$ cat src/rtl/tcwb_pkg.sv
package tcwb_pkg;
    typedef enum logic [1:0] {
        ST_OPEN    = 2'd0,
        ST_REQUEST = 2'd1,
        ST_SEND    = 2'd2
    } tcwb_state_e;
endpackage

$ cat src/rtl/tcwb_store.sv
module tcwb_store #(
    parameter int ADDR_W = 16,
    parameter int DATA_W = 32,
    parameter int DEPTH  = 8,
    localparam int IDX_W = (DEPTH > 1) ? $clog2(DEPTH) : 1,
    localparam int CNT_W = $clog2(DEPTH + 1)
) (
    input  logic              clk,
    input  logic              rst_n,
    input  logic              wr_en,
    input  logic [ADDR_W-1:0] wr_addr,
    input  logic [DATA_W-1:0] wr_data,
    input  logic              clr,
    input  logic [ADDR_W-1:0] ld_addr,
    output logic              ld_hit,
    output logic [DATA_W-1:0] ld_data,
    input  logic [IDX_W-1:0]  rd_idx,
    output logic [ADDR_W-1:0] rd_addr,
    output logic [DATA_W-1:0] rd_data,
    output logic [CNT_W-1:0]  count,
    output logic              full
);
    logic [ADDR_W-1:0] addr_q [DEPTH];
    logic [DATA_W-1:0] data_q [DEPTH];
    logic [CNT_W-1:0]  count_q;
    logic              wr_hit;
    logic [IDX_W-1:0]  wr_pos;
    logic [IDX_W-1:0]  ld_pos;

    // Address match over the occupied entries, one lookup per port
    always_comb begin
        wr_hit = 1'b0;
        wr_pos = '0;
        ld_hit = 1'b0;
        ld_pos = '0;
        for (int i = 0; i < DEPTH; i++) begin
            if (CNT_W'(i) < count_q && addr_q[i] == wr_addr) begin
                wr_hit = 1'b1;
                wr_pos = IDX_W'(i);
            end
            if (CNT_W'(i) < count_q && addr_q[i] == ld_addr) begin
                ld_hit = 1'b1;
                ld_pos = IDX_W'(i);
            end
        end
    end

    assign ld_data = data_q[ld_pos];
    assign rd_addr = addr_q[rd_idx];
    assign rd_data = data_q[rd_idx];
    assign count   = count_q;
    assign full    = (count_q == CNT_W'(DEPTH));

    always_ff @(posedge clk) begin
        if (!rst_n) begin
            count_q <= '0;
        end else if (clr) begin
            count_q <= '0;
        end else if (wr_en && !wr_hit && count_q < CNT_W'(DEPTH)) begin
            count_q <= count_q + 1'b1;
        end
    end

    // Storage needs no reset: occupancy is governed by count_q
    always_ff @(posedge clk) begin
        if (wr_en && !clr) begin
            if (wr_hit) begin
                data_q[wr_pos] <= wr_data;
            end else if (count_q < CNT_W'(DEPTH)) begin
                addr_q[count_q[IDX_W-1:0]] <= wr_addr;
                data_q[count_q[IDX_W-1:0]] <= wr_data;
            end
        end
    end

    AST_COUNT_BOUND: assert property (@(posedge clk) disable iff (!rst_n)
        count_q <= CNT_W'(DEPTH));
    AST_MERGE_KEEPS_COUNT: assert property (@(posedge clk) disable iff (!rst_n)
        (wr_en && wr_hit && !clr) |=> count_q == $past(count_q));
endmodule

$ cat src/rtl/tcwb_ctrl.sv
module tcwb_ctrl
    import tcwb_pkg::*;
#(
    parameter int DEPTH  = 8,
    localparam int IDX_W = (DEPTH > 1) ? $clog2(DEPTH) : 1,
    localparam int CNT_W = $clog2(DEPTH + 1)
) (
    input  logic             clk,
    input  logic             rst_n,
    input  logic             tx_end,
    input  logic             rollback,
    input  logic             cm_grant,
    input  logic [CNT_W-1:0] count,
    output logic             open,
    output logic             clr,
    output logic             cm_req,
    output logic             pk_valid,
    output logic             pk_sop,
    output logic             pk_eop,
    output logic [IDX_W-1:0] rd_idx
);
    tcwb_state_e      state_q, state_d;
    logic [IDX_W-1:0] idx_q;
    logic             last_beat;

    assign last_beat = (CNT_W'(idx_q) == count - 1'b1);

    // State register and beat index
    always_ff @(posedge clk) begin
        if (!rst_n) begin
            state_q <= ST_OPEN;
            idx_q   <= '0;
        end else begin
            state_q <= state_d;
            idx_q   <= (state_q == ST_SEND && !last_beat) ? idx_q + 1'b1 : '0;
        end
    end

    always_comb begin
        state_d = state_q;
        unique case (state_q)
            ST_OPEN:    if (!rollback && tx_end && count != '0) state_d = ST_REQUEST;
            ST_REQUEST: if (rollback) state_d = ST_OPEN;
                        else if (cm_grant) state_d = ST_SEND;
            ST_SEND:    if (last_beat) state_d = ST_OPEN;
            default:    state_d = ST_OPEN;
        endcase
    end

    // Outputs
    always_comb begin
        open     = (state_q == ST_OPEN);
        cm_req   = (state_q == ST_REQUEST);
        pk_valid = (state_q == ST_SEND);
        pk_sop   = pk_valid && (idx_q == '0);
        pk_eop   = pk_valid && last_beat;
        rd_idx   = idx_q;
        clr      = (rollback && state_q != ST_SEND) || pk_eop;
    end

    AST_PKT_AFTER_GRANT: assert property (@(posedge clk) disable iff (!rst_n)
        $rose(pk_valid) |-> $past(cm_grant) && $past(cm_req));
    AST_SOP_LEADS: assert property (@(posedge clk) disable iff (!rst_n)
        $rose(pk_valid) |-> pk_sop);
    AST_REQ_HELD: assert property (@(posedge clk) disable iff (!rst_n)
        (cm_req && !cm_grant && !rollback) |=> cm_req);
    AST_ROLLBACK_DROPS: assert property (@(posedge clk) disable iff (!rst_n)
        (rollback && !pk_valid) |=> !cm_req && !pk_valid && count == '0);
    AST_SEND_ATOMIC: assert property (@(posedge clk) disable iff (!rst_n)
        (pk_valid && !pk_eop) |=> pk_valid);
    AST_EOP_EMPTIES: assert property (@(posedge clk) disable iff (!rst_n)
        (pk_valid && pk_eop) |=> open && count == '0);
endmodule

$ cat src/rtl/tcwb_top.sv
module tcwb_top #(
    parameter int ADDR_W = 16,
    parameter int DATA_W = 32,
    parameter int DEPTH  = 8,
    localparam int IDX_W = (DEPTH > 1) ? $clog2(DEPTH) : 1,
    localparam int CNT_W = $clog2(DEPTH + 1)
) (
    input  logic              clk,
    input  logic              rst_n,
    input  logic              st_valid,
    input  logic [ADDR_W-1:0] st_addr,
    input  logic [DATA_W-1:0] st_data,
    output logic              st_ready,
    input  logic [ADDR_W-1:0] ld_addr,
    output logic              ld_hit,
    output logic [DATA_W-1:0] ld_data,
    output logic              full,
    input  logic              tx_end,
    input  logic              rollback,
    output logic              cm_req,
    input  logic              cm_grant,
    output logic              pk_valid,
    output logic              pk_sop,
    output logic              pk_eop,
    output logic [ADDR_W-1:0] pk_addr,
    output logic [DATA_W-1:0] pk_data
);
    logic             open, clr, wr_en;
    logic [IDX_W-1:0] rd_idx;
    logic [CNT_W-1:0] count;

    assign st_ready = open && !full;
    assign wr_en    = st_valid && st_ready;

    tcwb_store #(.ADDR_W(ADDR_W), .DATA_W(DATA_W), .DEPTH(DEPTH)) store_i (
        .clk(clk), .rst_n(rst_n),
        .wr_en(wr_en), .wr_addr(st_addr), .wr_data(st_data), .clr(clr),
        .ld_addr(ld_addr), .ld_hit(ld_hit), .ld_data(ld_data),
        .rd_idx(rd_idx), .rd_addr(pk_addr), .rd_data(pk_data),
        .count(count), .full(full)
    );

    tcwb_ctrl #(.DEPTH(DEPTH)) ctrl_i (
        .clk(clk), .rst_n(rst_n),
        .tx_end(tx_end), .rollback(rollback), .cm_grant(cm_grant),
        .count(count), .open(open), .clr(clr), .cm_req(cm_req),
        .pk_valid(pk_valid), .pk_sop(pk_sop), .pk_eop(pk_eop),
        .rd_idx(rd_idx)
    );

    AST_NO_STORE_WHEN_SENDING: assert property (@(posedge clk) disable iff (!rst_n)
        (cm_req || pk_valid) |-> !st_ready);
endmodule

$ cat config.mk
export PLATFORM = sky130hd
export DESIGN_NAME = tcwb_top
export DESIGN_NICKNAME = d
export VERILOG_FILES = /design/src/rtl/tcwb_pkg.sv /design/src/rtl/tcwb_store.sv /design/src/rtl/tcwb_ctrl.sv /design/src/rtl/tcwb_top.sv
export SDC_FILE = /design/constraint.sdc
export NUM_CORES = 1
export LEC_CHECK = 0
export ABC_CLOCK_PERIOD_IN_PS = 14470
export CORE_MARGIN = 3
export CORE_UTILIZATION = 50
export DETAILED_ROUTE_END_ITERATION = 6
export PLACE_DENSITY_LB_ADDON = 0.1
export SLEW_MARGIN = 20
export SYNTH_ARGS = -nofsm -noshare
export SYNTH_HDL_FRONTEND = slang
export SYNTH_SLANG_ARGS = --single-unit
$ cat constraint.sdc
create_clock -name clk -period 14.47 [get_ports clk]
set_input_delay 2.1705 -clock clk [delete_from_list [all_inputs] [get_ports clk]]
set_output_delay 2.1705 -clock clk [all_outputs]
set_load 0.01 [all_outputs]
* After elaboration in Yosys (flattened, before gate mapping)
Memories as Yosys holds them, arrays and structs flattened. A register that Yosys moved wholly into a read port is not among the register bits.
Index checks and enable logic that the tools add are counted.
** Word-level totals
- Flip-flop bits (word level) :: 9
- Memory bits (writable) :: 384
- Input bits :: 70
- Output and inout port bits :: 87
- Logic and storage cells :: 129
- Memories kept :: 2
** Memories
- store_i.data_q :: words 8, width 32, read ports 2, clocked after Yosys merged registers in 1, wr ports 1, line tcwb_store.sv:24 : logic [DATA_W-1:0] data_q [DEPTH];
- store_i.addr_q :: words 8, width 16, read ports 9, clocked after Yosys merged registers in 1, wr ports 1, line tcwb_store.sv:23 : logic [ADDR_W-1:0] addr_q [DEPTH];
** Cells by class
- Add/sub/neg operators :: 3
- Magnitude comparators :: 9
- Equal/unequal tests :: 24
- Multiplexer cells :: 47
- Bitwise operators :: 1
- Reduce and logical (&&, ||, !) cells :: 40
** Operators with widths (count)
- $eq 16x16->1 :: 16
- $mux 3 :: 11
- $mux 32 :: 1
- $reduce_or 32->1 :: 1
- $logic_and 1x1->1 :: 27
- $mux 1 :: 26
- $lt 3x4->1 const A :: 4
- $mux 2 :: 8
- $lt 1x4->1 const A :: 2
- $lt 2x4->1 const A :: 2
- $pmux 2 s3 :: 1
- $logic_not 1->1 :: 5
- $add 4x1->4 const B :: 1
- $eq 3x4->1 :: 1
- $eq 4x4->1 const B :: 1
- $lt 4x4->1 const B :: 1
- $ne 2x1->1 const B :: 2
- $reduce_bool 4->1 :: 1
- $sub 4x1->4 const B :: 1
- $add 3x1->3 const B :: 1
- $logic_not 3->1 :: 1
- $ne 3x2->1 const B :: 1
- $reduce_and 3->1 :: 1
- $eq 2x1->1 const B :: 1
- other kinds (7) :: 7

* Depth between registers and ports, before layout
Gate-level depths: netlist (run 1).
An unclocked memory read counts as a cell.
- Word-level depth :: 16
- Depth in mapped cells :: 14
- Mapped depth without buffers :: 11

* By module
From an unflattened synthesis (run 1), not the netlist that was laid out.
** Unflattened totals
- Cell total of the unflattened synthesis :: 1598
- Area, all modules :: 22027.4 sq um
** Modules (own cells, without submodules)
- tcwb_store :: times used 1, cells an instance 1555, area an instance 21652.0 sq um, seq. area each 11611.1 sq um
- tcwb_ctrl :: times used 1, cells an instance 41, area an instance 360.3 sq um, seq. area each 100.1 sq um
- tcwb_top :: times used 1, cells an instance 2, area an instance 15.0 sq um, seq. area each 0.0 sq um

* Least setup slack after synthesis (run 1)
Ideal clock, no wire load.
- Path type :: input-to-output
- From :: input port ld_addr[14]
- To :: output port ld_data[20]
- Data arrival time :: 4679 ps
- Slack :: 7620 ps
- Stages :: 12
- Path buffers :: 3
- Cell sequence :: buf_2 xor2_1 nor4_1 nand2_1 or3_2 a211oi_1 or2_1 buf_6 buf_12 mux2_4 a221oi_2 a21oi_2
** On the way
- Longest elaborated chain between the ends :: 10
- Elaborated cells between the ends (all ways) :: 22
- Those cells by class :: eq/ne (7); mux (7); reduce/logical (7); memory (1)
** Ends and longest elaborated chain
- start, declared :: line tcwb_top.sv:14 : input logic [ADDR_W-1:0] ld_addr,
- $eq 16x16->1 :: line tcwb_store.sv:41 : if (CNT_W'(i) < count_q && addr_q[i] == ld_addr) begin
- $logic_and 1x1->1 :: line tcwb_store.sv:41
- $mux 1 :: line tcwb_store.sv:41
- $mux 2 (2 in series) :: line tcwb_store.sv:41
- $mux 3 (3 in series) :: line tcwb_store.sv:41
- $mux 3 * :: line tcwb_store.sv:41
- $mem_v2 8x32 *
- end, declared :: line tcwb_top.sv:16 : output logic [DATA_W-1:0] ld_data,
Every way passes the cells marked *; elsewhere a longest branch is shown, timed or not.

* Worst setup path in the final report (run 1)
- From :: input port ld_addr[9]
- To :: output port ld_data[31]
The elaborated chain is that of the path after synthesis.

==> Implementation_results.wiki, run 1 <==
{| class="wikitable"
! Metric !! Value
|-
| Async set-reset flop share out of synthesis || 0%
|-
| Sequential share of the synthesized area || 54.6%
|-
| Initial cell density of the core || 50.9%
|-
| Number of top-level pins || 157
|-
| Vias per Instance || 6.32
|-
| Residual overflow from global routing || 0
|-
| Combinational share of power || 6.8%
|-
| Width of the chip || 213 µm
|-
| Hold buffers post-CTS || 0
|-
| Most numerous cell in the Yosys netlist || sky130_fd_sc_hd__edfxtp_1
|-
| Post-CTS setup buffers || 0
|-
| Maximum Capacitance Violations || 0
|-
| Post-Route Setup TNS || 0 ps
|-
| Maximum vdd ir drop || 0.0847 mV
|-
| Fraction of synthesized cell area taken by the top area cell type || 53.8%
|-
| Crit path setup slack, layout || 5120 ps
|-
| Final worst path period need || 9350 ps
|-
| Largest net degree at the start of global routing || 66
|-
| Hold crit path type || register to register
|-
| Result of the run || completed
|-
| Final setup violating endpoints || 0
|-
| Nets || 1646
|-
| Count of antenna-violating nets left after detailed routing || 0
|-
| Max-Slew Margin vs Limit || 26.7%
|-
| Number of antenna violations at the first check in global routing || 1
|-
| Number of levels the H-tree was split into || 2
|-
| Required time at the endpoint of the critical path || 12300 ps
|-
| CTS tree || done
|-
| Total length of routed wires || 64.7 mm
|-
| Clock transition time at the flip-flop clock pins of the worst setup and hold paths || 60 ps
|-
| Category of the worst setup path launch point || input port
|-
| Final GP Congestion || 0.979
|-
| Library cell used as clock root buffer || sky130_fd_sc_hd__clkbuf_16
|-
| Core Rows || 75
|-
| Synth top cells by count || 384 x sky130_fd_sc_hd__edfxtp_1, 134 x sky130_fd_sc_hd__xor2_1, 126 x sky130_fd_sc_hd__xnor2_1
|-
| Number of library cell types mapped by synthesis || 65
|-
| Total DRC errors in the routed layout || 0
|-
| IO Port Bufs || 156
|-
| Gr usage total || 28.5%
|-
| Maximum clock insertion buffer count || 3
|-
| Worst-path maximum fanout || 48
|-
| Switching share of total power || 22.1%
|-
| Cell-internal power || 1.94 mW
|-
| Leakage || 7.87 nW
|-
| Netlist area before placement || 21400 µm²
|-
| Power per unit of standard cell area || 99.9 nW/µm²
|-
| Antenna fix cells || 0
|-
| Number of warnings reported in the yosys synthesis log || 0
|-
| Floorplan die area || 45400 µm²
|-
| Worst setup path class || input port to output port
|-
| Height of the chip || 213 µm
|-
| Syn-to-layout area delta || 15.9%
|-
| Clock latency of the later-clocked register in the worst-skew pair || 570 ps
|-
| Inst Count DP || 2063
|-
| Hold Violations, Final || 0
|-
| First-pass iteration count of the detailed router || 6
|-
| Drt initial violations || 1201
|-
| Final Max Slew Viols || 0
|-
| Finished Layout Cells || 2139
|-
| DP HPWL || 42.6 mm
|-
| Seq cells post-synth || 393
|-
| Average detailed-routed wire length per instance || 30.2 µm
|-
| Post-cts gate resize count || 0
|-
| Unrepaired setup endpoints after global routing || no
|-
| Maximum operating frequency || 107 MHz
|-
| Clock power share || 42.3%
|-
| Final critical-path share of the clock period || 64.6%
|-
| Mapped Nets || 1518
|-
| Worst-case clock skew || 11.5 ps
|-
| Post-Syn Instances || 1442
|-
| Average size of a mapped cell || 14.9 µm²
|-
| Endpoint class of the critical path || output port
|-
| Share of post-route cells with drive strength above 1 || 25.3%
|-
| Vias after detailed routing || 13500
|-
| Primary flip-flop cell chosen by synthesis mapping || sky130_fd_sc_hd__edfxtp_1
|-
| Vias in the first global route || 14000
|-
| Flop pwr share || 50.9%
|-
| Wire length of the first global-routing pass || 93.8 mm
|-
| Number of synthesized flops with an enable pin || 384
|-
| Total clock buffers created by CTS || 43
|-
| Library cell with the largest summed area after synthesis || sky130_fd_sc_hd__edfxtp_1
|-
| Switching power total || 0.549 mW
|-
| Slew @ Worst Pin || 1100 ps
|-
| Clock sink total || 393
|-
| Area of the core || 42100 µm²
|-
| Critical Path AT || 7180 ps
|-
| Setup WS pre-CTS || 5140 ps
|-
| Top post-synthesis cells by area || sky130_fd_sc_hd__edfxtp_1 54%, sky130_fd_sc_hd__mux4_2 10%, sky130_fd_sc_hd__mux2_2 6.1%
|}
[power groups by stage]
stage	clock (mW)	sequential (mW)	combinational, mW
floorplan	0	1.29	0.0859
global placement	0	1.29	0.167
detailed placement	0	1.29	0.167
CTS	1.07	1.26	0.168
global route	1.12	1.27	0.178
finish	1.05	1.26	0.168
[layout by cell type, fill, tap and decap left out, types with 7 or more instances in the layout]
cell type,n
sky130_fd_sc_hd__nand2_1,61
sky130_fd_sc_hd__nand3_1,18
sky130_fd_sc_hd__nor4_1,40
sky130_fd_sc_hd__a21oi_1,59
sky130_fd_sc_hd__buf_4,31
sky130_fd_sc_hd__xnor2_1,126
sky130_fd_sc_hd__clkbuf_16,45
sky130_fd_sc_hd__edfxtp_1,384
sky130_fd_sc_hd__nor2_1,22
sky130_fd_sc_hd__nor4_2,7
sky130_fd_sc_hd__a221o_1,32
sky130_fd_sc_hd__mux4_2,96
sky130_fd_sc_hd__nand4_1,27
sky130_fd_sc_hd__inv_1,8
sky130_fd_sc_hd__mux2_2,117
sky130_fd_sc_hd__xor2_1,134
sky130_fd_sc_hd__nor2b_1,35
sky130_fd_sc_hd__nor3_1,13
sky130_fd_sc_hd__mux2_4,28
sky130_fd_sc_hd__a21oi_2,8
sky130_fd_sc_hd__clkbuf_1,10
sky130_fd_sc_hd__a221oi_2,28
sky130_fd_sc_hd__nor2_4,9
sky130_fd_sc_hd__clkdlybuf4s50_1,156
sky130_fd_sc_hd__clkinv_1,9
[registers in the layout (all words and copies together), names as in the netlist]
signal	count
ctrl_i.rd_idx	3
ctrl_i.state_q	2
store_i.data_q	256
store_i.count	4
store_i.addr_q	128
[cell families (layout without fill, tap and decap cells)]
kind of cell	count (synthesis)	in the layout	synth area share [%]
compound gates	153	153	6.08
mux	244	244	18.3
flops	393	393	54.6
simple gates	271	271	7.02
xor+xnor	262	262	10.8
buf+inv	113	271	2.86
fa+ha+maj	6	6	0.350
[path summary, 6_finish.rpt]
check,end,start,slack [ps],depth (start not counted)
worst max-delay path,ld_data[31],ld_addr[9],5120,12
worst min-delay path,ctrl_i.state_q[1],ctrl_i.state_q[0],640,2
worst max register to register,store_i.data_q[2][18],store_i.count[0],9280,10
worst min register to register,ctrl_i.state_q[1],ctrl_i.state_q[0],640,2
[final cells by class]
| class | instances | area, µm² |
|---|---|---|
| Clock inverter | 20 | 163 |
| Inverter | 8 | 30.0 |
| Fill cell | 3306 | 17300 |
| Timing Repair Buffer | 188 | 1820 |
| Tap cell | 539 | 674 |
| Multi-Input combinational cell | 936 | 9300 |
| Clock buffer | 55 | 1160 |
| Sequential cell | 393 | 11700 |
[routing by layer]
metal / track usage [%] / vias up / share of wire [%]
met5: 0 / - / 0.017
li1: - / 5889 / -
met3: 4.14 / 109 / 6.2
met4: 9.34 / 2 / 3.0
met1: 39.6 / 6969 / 42
met2: 46.7 / 549 / 49
[worst max-delay path, cell delays in order]
cell	delay, ps
sky130_fd_sc_hd__clkdlybuf4s50_1	730
sky130_fd_sc_hd__xor2_1	280
sky130_fd_sc_hd__nor4_1	300
sky130_fd_sc_hd__nand3_1	130
sky130_fd_sc_hd__or3_2	500
sky130_fd_sc_hd__a211oi_1	460
sky130_fd_sc_hd__or2_4	450
sky130_fd_sc_hd__buf_4	730
sky130_fd_sc_hd__mux2_2	410
sky130_fd_sc_hd__a221oi_1	280
sky130_fd_sc_hd__a21oi_1	160
sky130_fd_sc_hd__clkdlybuf4s50_1	500
[stage by stage]
stage          hold slack [ps]  instance area (µm²)  util [%]  power [mW]
2_1_floorplan              557                21400         -        1.37
3_3_place_gp               617                23500      55.8        1.46
3_5_place_dp               621                23500      55.8        1.46
4_1_cts                    627                24800      58.9        2.50
5_1_grt                    665                24900      59.0        2.56
6_report                   639                24900      59.0        2.48
No activity file was read; power rests on OpenSTA's default activity.
==> inputs of run 2 (changes only) <==
- ABC_CLOCK_PERIOD_IN_PS: 14470 -> 9100
- clock period: 14.47 -> 9.1 ns (I/O delays scaled with it)
==> Implementation_results.wiki, run 2 (synthesis gave the netlist of run 1 again) <==
{| class="wikitable"
! Metric !! Value
|-
| Hold Violations, Final || 0 (unchanged)
|-
| Wire length of the first global-routing pass || 94.6 mm (+0.81%)
|-
| Setup slack of the most critical reg-to-reg path || 3850 ps (-5430 ps)
|-
| Vias per Instance || 6.32 (about the same)
|-
| Largest net degree at the start of global routing || 74 (+12%)
|-
| Maximum vdd ir drop || 0.134 mV (+58%)
|-
| Top cell by count, worst path || sky130_fd_sc_hd__clkdlybuf4s50_1
|-
| Gr usage total || 28.5% (about the same)
|-
| Met2 Use GR || 46.5% (-0.28 points)
|-
| Clock transition time at the flip-flop clock pins of the worst setup and hold paths || 60 ps (about the same)
|-
| Average detailed-routed wire length per instance || 30.0 µm (-0.74%)
|-
| Count of antenna-violating nets left after detailed routing || 0 (unchanged)
|-
| Worst-path maximum fanout || 39 (-19%)
|-
| Maximum clock insertion buffer count || 3 (unchanged)
|-
| Vias after detailed routing || 13500 (+0.21%)
|-
| Number of levels the H-tree was split into || 2 (unchanged)
|-
| Met1 usage in global routing || 40.2% (+0.58 points)
|-
| Final GP Congestion || 0.984 (+0.53%)
|-
| Final critical-path share of the clock period || 83.1%
|-
| Power per unit of standard cell area || 158 nW/µm² (+58%)
|-
| Crit path setup slack, layout || 1540 ps (-3580 ps)
|-
| Total clock buffers created by CTS || 44 (+2.3%)
|-
| Syn-to-layout area delta || 15.9% (about the same)
|-
| Result of the run || completed
|-
| Post-cts gate resize count || 0 (unchanged)
|-
| Area of the core || 42100 µm² (unchanged)
|-
| Share of post-route cells with drive strength above 1 || 25.2% (-0.047 points)
|-
| Final worst path period need || 7560 ps
|-
| Setup WS pre-CTS || 1620 ps (-3520 ps)
|-
| Buffers & Inverters on Critical Path || 3 (unchanged)
|-
| Library cell used as clock root buffer || sky130_fd_sc_hd__clkbuf_16
|-
| Required time at the endpoint of the critical path || 7740 ps (-4560 ps)
|-
| Critical Path Max Stage Delay || 800 ps (+70 ps)
|-
| M3 GR Usage || 4.31% (+0.16 points)
|-
| Critical Path AT || 6200 ps (-980 ps)
|-
| Hold buffers post-CTS || 0 (unchanged)
|-
| Total power draw || 3.93 mW (+58%)
|-
| Worst setup path class || input port to output port
|-
| Cell with the largest stage delay on the worst path || sky130_fd_sc_hd__clkdlybuf4s50_1
|-
| Category of the worst setup path launch point || input port
|-
| Number of antenna violations at the first check in global routing || 1 (unchanged)
|-
| Height of the chip || 213 µm (unchanged)
|-
| Residual overflow from global routing || 0 (unchanged)
|-
| Flip-flop count of the largest register after layout || 256 (unchanged)
|-
| Final setup violating endpoints || 0 (unchanged)
|-
| Total DRC errors in the routed layout || 0 (unchanged)
|-
| Unrepaired setup endpoints after global routing || no
|-
| Ordered list of cells on the worst path || clkdlybuf4s50_1, xor2_1, nor4_1, nand2_1, or3_2, a211oi_1, or2_4, buf_4, mux2_4, a221oi_2, a21oi_2, clkdlybuf4s50_1
|-
| First-pass iteration count of the detailed router || 7 (+1)
|-
| Filler cell count in the final layout || 3261 (-1.4%)
|-
| Endpoint class of the critical path || output port
|-
| Width of the chip || 213 µm (unchanged)
|-
| Post-Route Setup TNS || 0 ps (unchanged)
|-
| Drt initial violations || 1199 (-0.17%)
|-
| IO Port Bufs || 156 (unchanged)
|-
| Maximum operating frequency || 132 MHz
|-
| Max-Slew Margin vs Limit || 25.9% (-0.78 points)
|-
| Top cell family by delay on the critical path || buffers and inverters
|-
| Maximum Capacitance Violations || 0 (unchanged)
|-
| Multi-input combinational cell area || 9290 µm² (about the same)
|-
| Clock sink total || 393 (unchanged)
|-
| Most common cell after layout, fill and taps aside || sky130_fd_sc_hd__edfxtp_1
|-
| Initial cell density of the core || 50.9% (unchanged)
|-
| Slew @ Worst Pin || 1110 ps (+9.08 ps)
|-
| Core Rows || 75 (unchanged)
|-
| Leakage || 7.86 nW (about the same)
|-
| Most used routing layer in global routing || met2
|-
| Post-CTS setup buffers || 0 (unchanged)
|-
| Number of top-level pins || 157 (unchanged)
|-
| Worst-case clock skew || 12.4 ps (+0.865 ps)
|-
| Hold crit path type || register to register
|-
| DP HPWL || 42.8 mm (+0.60%)
|-
| Final Max Slew Viols || 0 (unchanged)
|-
| Nets || 1648 (+0.12%)
|-
| Highest-count cells in the layout ignoring fill and taps || 384 x sky130_fd_sc_hd__edfxtp_1, 156 x sky130_fd_sc_hd__clkdlybuf4s50_1, 134 x sky130_fd_sc_hd__xor2_1
|-
| Clock latency of the later-clocked register in the worst-skew pair || 580 ps (about the same)
|-
| Vias in the first global route || 14000 (+0.15%)
|-
| Total length of routed wires || 64.3 mm (-0.56%)
|-
| Area used by sequential logic in the layout || 11700 µm² (unchanged)
|-
| Floorplan die area || 45400 µm² (unchanged)
|-
| Largest register by flop count || store_i.data_q
|-
| CTS tree || done
|}
-- run 2: changes by cell type in the layout (fill, tap and decap cells not counted), sizes merged --
cell / before / now
buf: 32 / 33
bufinv: 2 / 1
clkbuf: 55 / 58
clkinv: 15 / 16
clkinvlp: 2 / 1
diode: 0 / 1
-- run 2: worst paths after layout --
path,startpoint,endpoint,cells after the start
worst max-delay path,ld_addr[14],ld_data[21],12
worst min-delay path,ctrl_i.state_q[0],ctrl_i.state_q[1],2
worst max register to register,store_i.count[0],store_i.data_q[0][26],10
worst min register to register,ctrl_i.state_q[0],ctrl_i.state_q[1],2
-- run 2: through the flow --
step                      area [µm²]  hold WS, ps  cells  util, %
final                          24900          610   2143     59.0
after global routing           24900          663   2142     59.0
after CTS                      24900          607   2142     59.0
after detailed placement       23600          594   2065     55.9
after global placement         23600          591   2065     55.9
after floorplan                21400          557   1442        -
-- run 2: tightest hold or removal path, cell delays in order, from the launching register on --
cell and delay, ps:
sky130_fd_sc_hd__dfxtp_1 360, sky130_fd_sc_hd__a31oi_1 150, sky130_fd_sc_hd__nor2b_1 50
-- run 2: cell type report --
cell class | instances | share of cell area (%)
tap | 539 | 2.71
clock buffer | 58 | 4.72
sequential | 393 | 47.1
antenna | 1 | 0.0101
clock inverter | 19 | 0.523
multi-input combinational | 936 | 37.4
timing repair buffer | 189 | 7.43
inverter | 8 | 0.121
-- run 2: power breakdown --
group / internal, mW / switching, mW
Combinational: 0.118 / 0.150
Sequential: 2.00 / 0.0109
Clock: 0.936 / 0.716
-- run 2: metal layers --
metal | vias up | routed length (µm)
met3 | 113 | 3810
met2 | 499 | 31100
li1 | 5897 | -
met1 | 7036 | 27500
met4 | 2 | 1880
met5 | - | 18
